$ cat config.mk
export PLATFORM = sky130hd
export DESIGN_NAME = nor_cmd_emu
export DESIGN_NICKNAME = d
export VERILOG_FILES = /design/src/rtl/nor_emu_pkg.sv /design/src/rtl/nor_cmd_ctl.sv /design/src/rtl/nor_lock_bits.sv /design/src/rtl/nor_cell_array.sv /design/src/rtl/nor_cmd_emu.sv
export SDC_FILE = /design/constraint.sdc
export NUM_CORES = 1
export LEC_CHECK = 0
export BUFFER_PORTS_ARGS = -buffer_cell sky130_fd_sc_hd__buf_2
export CAP_MARGIN = 10
export CORE_MARGIN = 4
export CORE_UTILIZATION = 55
export DETAILED_ROUTE_END_ITERATION = 6
export PLACE_DENSITY = 0.71
export SLEW_MARGIN = 10
export SYNTH_ARGS = -nofsm -noshare
export SYNTH_HDL_FRONTEND = slang
export SYNTH_SLANG_ARGS = --single-unit
$ cat constraint.sdc
create_clock -name clk -period 5.2 [get_ports clk]
set_input_delay 0.26 -clock clk [delete_from_list [all_inputs] [get_ports clk]]
set_output_delay 0.26 -clock clk [all_outputs]
set_load 0.01 [all_outputs]
$ cat src/rtl/nor_emu_pkg.sv
package nor_emu_pkg;

    typedef enum logic [2:0] {
        ST_IDLE,
        ST_PROG_SETUP,
        ST_ERASE_SETUP,
        ST_LOCK_SETUP,
        ST_PROG_BUSY,
        ST_ERASE_BUSY
    } ctl_state_e;

    typedef enum logic [1:0] {
        RM_ARRAY,
        RM_STATUS,
        RM_IDENT
    } rd_mode_e;

    typedef enum logic [1:0] {
        LK_NONE,
        LK_SET,
        LK_CLEAR,
        LK_FREEZE
    } lock_op_e;

    // command codes (low byte of write data)
    localparam logic [7:0] OP_ARRAY     = 8'hFF;
    localparam logic [7:0] OP_IDENT     = 8'h90;
    localparam logic [7:0] OP_STATUS    = 8'h70;
    localparam logic [7:0] OP_CLEAR     = 8'h50;
    localparam logic [7:0] OP_PROG      = 8'h10;
    localparam logic [7:0] OP_ERASE     = 8'h20;
    localparam logic [7:0] OP_LOCK      = 8'h60;
    localparam logic [7:0] OP_CONFIRM   = 8'hD0;
    localparam logic [7:0] OP_LK_SET    = 8'h01;
    localparam logic [7:0] OP_LK_FREEZE = 8'h2F;

    // status bit positions
    localparam int SB_READY  = 7;
    localparam int SB_ERASE  = 5;
    localparam int SB_PROG   = 4;
    localparam int SB_SUPPLY = 3;
    localparam int SB_LOCKED = 1;

endpackage

$ cat src/rtl/nor_cmd_ctl.sv
module nor_cmd_ctl
    import nor_emu_pkg::*;
#(
    parameter int ADDR_W       = 5,
    parameter int DATA_W       = 16,
    parameter int PROG_CYCLES  = 16,
    parameter int ERASE_CYCLES = 256
) (
    input  logic              clk,
    input  logic              rst_n,
    input  logic              wr_en,
    input  logic [ADDR_W-1:0] addr,
    input  logic [DATA_W-1:0] wdata,
    input  logic              vpp_ok,
    input  logic              tgt_locked,
    output rd_mode_e          rd_mode,
    output logic [7:0]        status,
    output lock_op_e          lock_op,
    output logic              prog_commit,
    output logic              erase_commit,
    output logic [ADDR_W-1:0] op_addr,
    output logic [DATA_W-1:0] op_data
);

    localparam int MAX_CYC = (PROG_CYCLES > ERASE_CYCLES) ? PROG_CYCLES : ERASE_CYCLES;
    localparam int CNT_W   = $clog2(MAX_CYC + 1);
    localparam logic [CNT_W-1:0] PROG_LOAD  = CNT_W'(PROG_CYCLES - 1);
    localparam logic [CNT_W-1:0] ERASE_LOAD = CNT_W'(ERASE_CYCLES - 1);

    ctl_state_e       state, state_nxt;
    rd_mode_e         mode_nxt;
    logic [7:0]       err_q, err_set;
    logic             err_clr;
    logic             cnt_load;
    logic [CNT_W-1:0] cnt_q, cnt_init;
    logic             busy;
    logic [7:0]       cmd;

    assign cmd  = wdata[7:0];
    assign busy = (state == ST_PROG_BUSY) || (state == ST_ERASE_BUSY);

    // state register
    always_ff @(posedge clk) begin
        if (!rst_n) state <= ST_IDLE;
        else        state <= state_nxt;
    end

    // next state and decode decisions
    always_comb begin
        state_nxt = state;
        mode_nxt  = rd_mode;
        err_set   = '0;
        err_clr   = 1'b0;
        cnt_load  = 1'b0;
        cnt_init  = '0;
        lock_op   = LK_NONE;
        unique case (state)
            ST_IDLE: begin
                if (wr_en) begin
                    case (cmd)
                        OP_ARRAY:  mode_nxt = RM_ARRAY;
                        OP_IDENT:  mode_nxt = RM_IDENT;
                        OP_STATUS: mode_nxt = RM_STATUS;
                        OP_CLEAR:  err_clr  = 1'b1;
                        OP_PROG: begin
                            state_nxt = ST_PROG_SETUP;
                            mode_nxt  = RM_STATUS;
                        end
                        OP_ERASE: begin
                            state_nxt = ST_ERASE_SETUP;
                            mode_nxt  = RM_STATUS;
                        end
                        OP_LOCK: begin
                            state_nxt = ST_LOCK_SETUP;
                            mode_nxt  = RM_STATUS;
                        end
                        default: ;
                    endcase
                end
            end
            ST_PROG_SETUP: begin
                if (wr_en) begin
                    if (!vpp_ok) begin
                        err_set[SB_PROG]   = 1'b1;
                        err_set[SB_SUPPLY] = 1'b1;
                        state_nxt          = ST_IDLE;
                    end else if (tgt_locked) begin
                        err_set[SB_PROG]   = 1'b1;
                        err_set[SB_LOCKED] = 1'b1;
                        state_nxt          = ST_IDLE;
                    end else begin
                        cnt_load  = 1'b1;
                        cnt_init  = PROG_LOAD;
                        state_nxt = ST_PROG_BUSY;
                    end
                end
            end
            ST_ERASE_SETUP: begin
                if (wr_en) begin
                    if (cmd != OP_CONFIRM) begin
                        err_set[SB_ERASE] = 1'b1;
                        err_set[SB_PROG]  = 1'b1;
                        state_nxt         = ST_IDLE;
                    end else if (!vpp_ok) begin
                        err_set[SB_ERASE]  = 1'b1;
                        err_set[SB_SUPPLY] = 1'b1;
                        state_nxt          = ST_IDLE;
                    end else if (tgt_locked) begin
                        err_set[SB_ERASE]  = 1'b1;
                        err_set[SB_LOCKED] = 1'b1;
                        state_nxt          = ST_IDLE;
                    end else begin
                        cnt_load  = 1'b1;
                        cnt_init  = ERASE_LOAD;
                        state_nxt = ST_ERASE_BUSY;
                    end
                end
            end
            ST_LOCK_SETUP: begin
                if (wr_en) begin
                    state_nxt = ST_IDLE;
                    case (cmd)
                        OP_LK_SET:    lock_op = LK_SET;
                        OP_CONFIRM:   lock_op = LK_CLEAR;
                        OP_LK_FREEZE: lock_op = LK_FREEZE;
                        default:      lock_op = LK_NONE;
                    endcase
                end
            end
            ST_PROG_BUSY, ST_ERASE_BUSY: begin
                if (wr_en && cmd == OP_STATUS) mode_nxt = RM_STATUS;
                if (cnt_q == '0) state_nxt = ST_IDLE;
            end
            default: state_nxt = ST_IDLE;
        endcase
    end

    // registered outputs: read mode, error bits, busy counter, operand
    always_ff @(posedge clk) begin
        if (!rst_n) begin
            rd_mode <= RM_ARRAY;
            err_q   <= '0;
            cnt_q   <= '0;
            op_addr <= '0;
            op_data <= '0;
        end else begin
            rd_mode <= mode_nxt;
            err_q   <= err_clr ? 8'h00 : (err_q | err_set);
            if (cnt_load)                 cnt_q <= cnt_init;
            else if (busy && cnt_q != '0) cnt_q <= cnt_q - 1'b1;
            if (cnt_load) begin
                op_addr <= addr;
                op_data <= wdata;
            end
        end
    end

    assign status       = {~busy, err_q[6:0]};
    assign prog_commit  = (state == ST_PROG_BUSY)  && (cnt_q == '0);
    assign erase_commit = (state == ST_ERASE_BUSY) && (cnt_q == '0);

    p_busy_holds_r12: assert property (@(posedge clk) disable iff (!rst_n)
        (busy && cnt_q != '0) |=> (state == $past(state)));

    p_busy_mode_kept_r12: assert property (@(posedge clk) disable iff (!rst_n)
        (busy && wr_en && cmd != OP_STATUS) |=> (rd_mode == $past(rd_mode)));

    p_clear_errors_r5: assert property (@(posedge clk) disable iff (!rst_n)
        (state == ST_IDLE && wr_en && cmd == OP_CLEAR)
        |=> (status[6:0] == 7'd0 && rd_mode == $past(rd_mode)));

    p_prog_setup_r7: assert property (@(posedge clk) disable iff (!rst_n)
        (state == ST_IDLE && wr_en && cmd == OP_PROG)
        |=> (state == ST_PROG_SETUP && rd_mode == RM_STATUS));

    p_supply_reject_r11: assert property (@(posedge clk) disable iff (!rst_n)
        (state == ST_PROG_SETUP && wr_en && !vpp_ok)
        |=> (state == ST_IDLE && status[SB_SUPPLY] && status[SB_PROG]));

endmodule

$ cat src/rtl/nor_lock_bits.sv
module nor_lock_bits
    import nor_emu_pkg::*;
#(
    parameter int BLK_IDX_W = 2,
    localparam int NUM_BLK  = 1 << BLK_IDX_W
) (
    input  logic                 clk,
    input  logic                 rst_n,
    input  lock_op_e             lock_op,
    input  logic [BLK_IDX_W-1:0] lock_blk,
    output logic [NUM_BLK-1:0]   locked,
    output logic [NUM_BLK-1:0]   frozen
);

    always_ff @(posedge clk) begin
        if (!rst_n) begin
            locked <= '1;
            frozen <= '0;
        end else begin
            for (int b = 0; b < NUM_BLK; b++) begin
                if (lock_blk == BLK_IDX_W'(b)) begin
                    case (lock_op)
                        LK_SET:    locked[b] <= 1'b1;
                        LK_CLEAR:  if (!frozen[b]) locked[b] <= 1'b0;
                        LK_FREEZE: begin
                            locked[b] <= 1'b1;
                            frozen[b] <= 1'b1;
                        end
                        default: ;
                    endcase
                end
            end
        end
    end

    for (genvar b = 0; b < NUM_BLK; b++) begin : g_blk_chk
        p_frozen_locked_r6: assert property (@(posedge clk) disable iff (!rst_n)
            frozen[b] |-> locked[b]);
        p_frozen_sticky_r6: assert property (@(posedge clk) disable iff (!rst_n)
            frozen[b] |=> frozen[b]);
    end

endmodule

$ cat src/rtl/nor_cell_array.sv
module nor_cell_array #(
    parameter int ADDR_W         = 5,
    parameter int DATA_W         = 16,
    parameter int BLK_WORDS_LOG2 = 3,
    localparam int NWORDS        = 1 << ADDR_W
) (
    input  logic              clk,
    input  logic              rst_n,
    input  logic              prog_commit,
    input  logic              erase_commit,
    input  logic [ADDR_W-1:0] op_addr,
    input  logic [DATA_W-1:0] op_data,
    input  logic [ADDR_W-1:0] rd_addr,
    output logic [DATA_W-1:0] rd_word
);

    logic [DATA_W-1:0] mem [NWORDS];

    always_ff @(posedge clk) begin
        if (!rst_n) begin
            for (int w = 0; w < NWORDS; w++) mem[w] <= '1;
        end else begin
            for (int w = 0; w < NWORDS; w++) begin
                if (erase_commit &&
                    ((op_addr >> BLK_WORDS_LOG2) == (ADDR_W'(w) >> BLK_WORDS_LOG2)))
                    mem[w] <= '1;
                else if (prog_commit && op_addr == ADDR_W'(w))
                    mem[w] <= mem[w] & op_data;
            end
        end
    end

    assign rd_word = mem[rd_addr];

    for (genvar w = 0; w < NWORDS; w++) begin : g_word_chk
        p_prog_and_r7: assert property (@(posedge clk) disable iff (!rst_n)
            (prog_commit && op_addr == ADDR_W'(w))
            |=> (mem[w] == $past(mem[w] & op_data)));
        p_erase_ones_r8: assert property (@(posedge clk) disable iff (!rst_n)
            (erase_commit && ((op_addr >> BLK_WORDS_LOG2) == (ADDR_W'(w) >> BLK_WORDS_LOG2)))
            |=> (mem[w] == {DATA_W{1'b1}}));
    end

endmodule

$ cat src/rtl/nor_cmd_emu.sv
module nor_cmd_emu
    import nor_emu_pkg::*;
#(
    parameter int DATA_W                = 16,
    parameter int BLK_WORDS_LOG2        = 3,
    parameter int NUM_BLK_LOG2          = 2,
    parameter int PROG_CYCLES           = 16,
    parameter int ERASE_CYCLES          = 256,
    parameter logic [DATA_W-1:0] MFR_CODE = 16'h00A5,
    parameter logic [DATA_W-1:0] DEV_CODE = 16'h5C3E,
    localparam int ADDR_W               = BLK_WORDS_LOG2 + NUM_BLK_LOG2
) (
    input  logic              clk,
    input  logic              rst_n,
    input  logic              wr_en,
    input  logic              rd_en,
    input  logic [ADDR_W-1:0] addr,
    input  logic [DATA_W-1:0] wdata,
    input  logic              vpp_ok,
    output logic [DATA_W-1:0] rdata
);

    localparam int NUM_BLK = 1 << NUM_BLK_LOG2;
    localparam logic [BLK_WORDS_LOG2-1:0] OFF_MFR  = BLK_WORDS_LOG2'(0);
    localparam logic [BLK_WORDS_LOG2-1:0] OFF_DEV  = BLK_WORDS_LOG2'(1);
    localparam logic [BLK_WORDS_LOG2-1:0] OFF_LOCK = BLK_WORDS_LOG2'(2);

    rd_mode_e                rd_mode;
    logic [7:0]              status;
    lock_op_e                lock_op;
    logic                    prog_commit, erase_commit;
    logic [ADDR_W-1:0]       op_addr;
    logic [DATA_W-1:0]       op_data;
    logic [NUM_BLK-1:0]      locked, frozen;
    logic [NUM_BLK_LOG2-1:0] addr_blk, op_blk;
    logic [DATA_W-1:0]       rd_word, rd_val;

    assign addr_blk = addr[ADDR_W-1:BLK_WORDS_LOG2];
    assign op_blk   = op_addr[ADDR_W-1:BLK_WORDS_LOG2];

    nor_cmd_ctl #(
        .ADDR_W       (ADDR_W),
        .DATA_W       (DATA_W),
        .PROG_CYCLES  (PROG_CYCLES),
        .ERASE_CYCLES (ERASE_CYCLES)
    ) u_ctl (
        .clk          (clk),
        .rst_n        (rst_n),
        .wr_en        (wr_en),
        .addr         (addr),
        .wdata        (wdata),
        .vpp_ok       (vpp_ok),
        .tgt_locked   (locked[addr_blk]),
        .rd_mode      (rd_mode),
        .status       (status),
        .lock_op      (lock_op),
        .prog_commit  (prog_commit),
        .erase_commit (erase_commit),
        .op_addr      (op_addr),
        .op_data      (op_data)
    );

    nor_lock_bits #(
        .BLK_IDX_W (NUM_BLK_LOG2)
    ) u_locks (
        .clk      (clk),
        .rst_n    (rst_n),
        .lock_op  (lock_op),
        .lock_blk (addr_blk),
        .locked   (locked),
        .frozen   (frozen)
    );

    nor_cell_array #(
        .ADDR_W         (ADDR_W),
        .DATA_W         (DATA_W),
        .BLK_WORDS_LOG2 (BLK_WORDS_LOG2)
    ) u_cells (
        .clk          (clk),
        .rst_n        (rst_n),
        .prog_commit  (prog_commit),
        .erase_commit (erase_commit),
        .op_addr      (op_addr),
        .op_data      (op_data),
        .rd_addr      (addr),
        .rd_word      (rd_word)
    );

    // read data selection by mode
    always_comb begin
        rd_val = '0;
        case (rd_mode)
            RM_ARRAY:  rd_val = rd_word;
            RM_STATUS: rd_val = DATA_W'(status);
            RM_IDENT: begin
                case (addr[BLK_WORDS_LOG2-1:0])
                    OFF_MFR:  rd_val = MFR_CODE;
                    OFF_DEV:  rd_val = DEV_CODE;
                    OFF_LOCK: rd_val = DATA_W'({frozen[addr_blk], locked[addr_blk]});
                    default:  rd_val = '0;
                endcase
            end
            default: rd_val = '0;
        endcase
    end

    always_ff @(posedge clk) begin
        if (!rst_n)     rdata <= '0;
        else if (rd_en) rdata <= rd_val;
    end

    p_prog_unlocked_r10: assert property (@(posedge clk) disable iff (!rst_n)
        prog_commit |-> !locked[op_blk]);

    p_erase_unlocked_r10: assert property (@(posedge clk) disable iff (!rst_n)
        erase_commit |-> !locked[op_blk]);

    p_rdata_hold_r13: assert property (@(posedge clk) disable iff (!rst_n)
        !rd_en |=> $stable(rdata));

endmodule

==> qor.json <==
{
  "run_status": {
    "run_status": "complete, no violations"
  },
  "die": {
    "std_cell_rows": 81,
    "die_width_um": 232,
    "start_util": 0.559,
    "floorplan.die.height_um": 232,
    "fp.dieArea_um2": 53700,
    "core_area_um2": 49300,
    "design.portCount": 42
  },
  "synth": {
    "synthAdderAreaFrac": 0.000454,
    "synth_compound_gate_area_share": 0.113,
    "netlist_area_before_placement_um2": 27500,
    "postSynth.topFlopCell": "edfxtp_1",
    "post-synth-top-area-cell": "edfxtp_1",
    "ys_warn_count": 0,
    "post_synth_main_area_contributors": "edfxtp_1 56%, mux4_2 10%, nand2_1 7.7%, a21o_1 7.0%, dfxtp_1 4.6%",
    "synth_instances": 2114,
    "synth_largest_type_area_fraction": 0.558,
    "synth_top_family_by_area": "simple AND/OR/NAND/NOR gates",
    "yosysUniqueCellTypes": 81,
    "yosys.area_share.xor_xnor": 0.00127,
    "synthesis.area_per_instance_um2": 13.0,
    "synth_fp_nets": 2141,
    "synth-async-reset-ratio": 0,
    "yosysSeqAreaShare": 0.604,
    "yosys-mux-area-fraction": 0.120,
    "synth-edff-count": 512,
    "yosys.area_share.simple": 0.128,
    "synthesized_flop_and_latch_total": 575
  },
  "power": {
    "p_sw_mw": 2.11,
    "cellPowerDensity_nw_per_um2": 324,
    "power_report.internal_total_mw": 7.67,
    "clock_power_share": 0.444,
    "combPwrFrac": 0.040,
    "static-leakage-power_nw": 8.35,
    "power.share.sequential": 0.516,
    "power_switching_share": 0.215,
    "worst_ir_drop_on_vdd_mv": 0.267
  },
  "placement": {
    "numPortBuffers": 41,
    "place.detailed.hpwl_um": 50600,
    "place_ws_ps": 1770,
    "place_congestion": 0.947
  },
  "global_route": {
    "first_global_vias": 17800,
    "gr-usage-all-layers": 0.287,
    "antenna_violations_before_repair": 1,
    "grt_max_degree": 79,
    "global_route_wire_length_before_repair_um": 115000,
    "grt_overflow": 0
  },
  "worst_setup_path": {
    "regToRegSetupSlack_ps": 1730,
    "setup.worst_path.start": "u_ctl.cnt_q[0]",
    "criticalPathCategory": "flip-flop to flip-flop",
    "critical_path_arrival_ps": 3720,
    "regToRegEndpoint": "u_cells.mem[8][15]",
    "timing.critical_path.from_type": "flip-flop",
    "crit_required_ps": 5450,
    "endpoint": "u_cells.mem[8][15]",
    "regToRegStartpoint": "u_ctl.cnt_q[0]",
    "worstSetupEndpointType": "flip-flop",
    "r2r_cells": 7,
    "cp_max_fo": 22
  },
  "detailed_routing": {
    "totalWireLength_um": 77400,
    "remaining_drc_errors": 0,
    "firstDrtPassIters": 6,
    "vias_per_cell": 6.57,
    "postRouteAntennaNets": 0,
    "wire_per_inst_um": 27.5,
    "initialDrtViolationCount": 2758,
    "dr_total_vias": 18500
  },
  "cells_and_area": {
    "final_antenna_diode_count": 0,
    "areaGrowthSynthToFinish_pct": 9.65,
    "drive_gt1_frac": 0.162,
    "postLayoutCoreUtil": 0.613,
    "finish.net_count": 2133
  },
  "timing": {
    "setup_ws_ps": 1730,
    "timing.setup.tns_ps": 0,
    "final_min_period_over_clock_period": 0.667,
    "setup_viol": 0,
    "finalWorstPathRequiredPeriod_ps": 3470,
    "final-max-slew-violation-count": 0,
    "max_slew_margin": 0.222,
    "grt_setup_unrepaired": "false",
    "max_slew.worst_pin.slew_ps": 1160,
    "max_freq_mhz": 288,
    "finalHoldViolCount": 0,
    "timing.clock.skew_ps": 18.4,
    "timing.hold.ws_ps": 57.1
  },
  "flow_run": {
    "max_cap_violations": 0
  },
  "min_path": {
    "timing.hold.worst_path_depth": 3,
    "hold_path_class": "primary input to flip-flop"
  },
  "clock_network": {
    "root_buffer": "clkbuf_16",
    "clk_transition_reported_paths_ps": 60,
    "clock_sink_count": 575,
    "max-clock-path-buffers": 3,
    "post_cts.repair.setup_buffers": 0,
    "cts_buffers": 58,
    "clock_latency_late_sink_ps": 620,
    "cts_tree": "yes",
    "cts-htree-levels": 2
  }
}
-- cells by family (layout without fill, tap and decap cells) --
group                      Yosys count  in the layout
xor gates and xnor gates             4              4
and+or+nand+nor                    760            760
buffers and inverters              177            218
AOI/OAI and AO/OA                  421            421
adders and majority gates            1              1
muxes                              176            176
DFF                                575            575
-- cell usage after synthesis (all sizes together) (6+ instances only) --
| cell | n |
|---|---|
| a211oi | 10 |
| mux2i | 49 |
| nor2 | 68 |
| nand4 | 16 |
| nand3 | 22 |
| nand2 | 563 |
| dfxtp | 63 |
| o22ai | 6 |
| a21oi | 21 |
| clkbuf | 94 |
| a21o | 257 |
| nor2b | 23 |
| o311ai | 6 |
| nand2b | 23 |
| edfxtp | 512 |
| o211ai | 8 |
| inv | 10 |
| mux4 | 123 |
| o21ai | 26 |
| a31oi | 9 |
| a22oi | 30 |
| nor3 | 14 |
| buf | 73 |
-- layer usage --
metal / vias to the layer above / GRT usage / wire (um)
met5: - / 0 / 13
met4: 2 / 0.138 / 4290
met3: 210 / 0.0714 / 8740
met2: 1130 / 0.419 / 33700
met1: 9300 / 0.409 / 30700
li1: 7880 / - / -
-- cell type report --
type | count | area, um2
inverter | 10 | 37.5
multi-input combinational | 1362 | 10000
clock inverter | 41 | 392
tap | 664 | 831
timing repair buffer | 99 | 693
clock buffer | 68 | 1580
sequential | 575 | 16600
fill | 3777 | 19100
-- stage by stage --
step,cells,power (mW),instance area (um2)
4_1_cts,2819,9.80,30200
3_3_place_gp,2695,5.52,28100
2_1_floorplan,2114,5.38,27500
3_5_place_dp,2695,5.52,28100
5_1_grt,2819,10.0,30200
6_report,2819,9.78,30200
-- cell usage in the layout (no fill, tap or decap), types with 10 or more instances in the layout --
cell | synthesis | routed
edfxtp_1 | 512 | 512
dlygate4sd3_1 | 0 | 15
o21ai_0 | 26 | 14
inv_1 | 10 | 10
nand2b_1 | 22 | 22
nor2b_1 | 23 | 23
nand2_1 | 562 | 562
mux4_2 | 123 | 123
nand4_1 | 11 | 11
dfxtp_1 | 63 | 62
nand3_1 | 17 | 17
clkbuf_16 | 0 | 62
nor2_1 | 60 | 60
o21ai_1 | 0 | 12
a22oi_1 | 30 | 30
clkinv_2 | 0 | 18
mux2i_1 | 49 | 49
a21oi_1 | 21 | 21
buf_4 | 13 | 43
buf_2 | 45 | 39
a21o_1 | 257 | 257
-- flip-flops by register name (all words and copies together) (netlist names) --
name,flops
u_ctl.rd_mode,2
u_ctl.state,3
u_cells.mem,512
u_ctl.err_q,4
u_ctl.op_data,16
u_locks.locked,4
u_locks.frozen,4
u_ctl.op_addr,5
rdata,16
u_ctl.cnt_q,9
-- repair_timing --
action                                  in CTS  in global routing
resized for setup                            0                  0
endpoints found under the setup margin       0                  0
hold endpoints to repair                    23                  0
hold buffers                                15                  0
-- worst min path at each step --
stage / from / endpoint / slack [ps]
6_report: wdata[4] / u_ctl.op_data[4] / 60
5_1_grt: wdata[4] / u_ctl.op_data[4] / 60
2_1_floorplan: wdata[10] / u_ctl.op_data[10] / 410
3_3_place_gp: u_ctl.cnt_q[8] / u_ctl.cnt_q[8] / 460
3_5_place_dp: u_ctl.cnt_q[8] / u_ctl.cnt_q[8] / 470
4_1_cts: wdata[4] / u_ctl.op_data[4] / 20
-- critical path, cell delays in order, from the launching register on --
cell and delay, ps:
dfxtp_1 330, inv_1 70, ha_1 220, nor4b_4 350, nand4_2 230, nand2b_4 470
nor4_4 750, nand2b_1 670
-- power by group through the flow --
stage	Combinational, mW	Clock, mW	Sequential, mW
2_1_floorplan	0.238	0	5.14
3_3_place_gp	0.371	0	5.14
3_5_place_dp	0.377	0	5.15
4_1_cts	0.386	4.37	5.05
5_1_grt	0.414	4.56	5.05
6_report	0.392	4.34	5.05
Note: power is estimated with default switching activity, not from simulation.
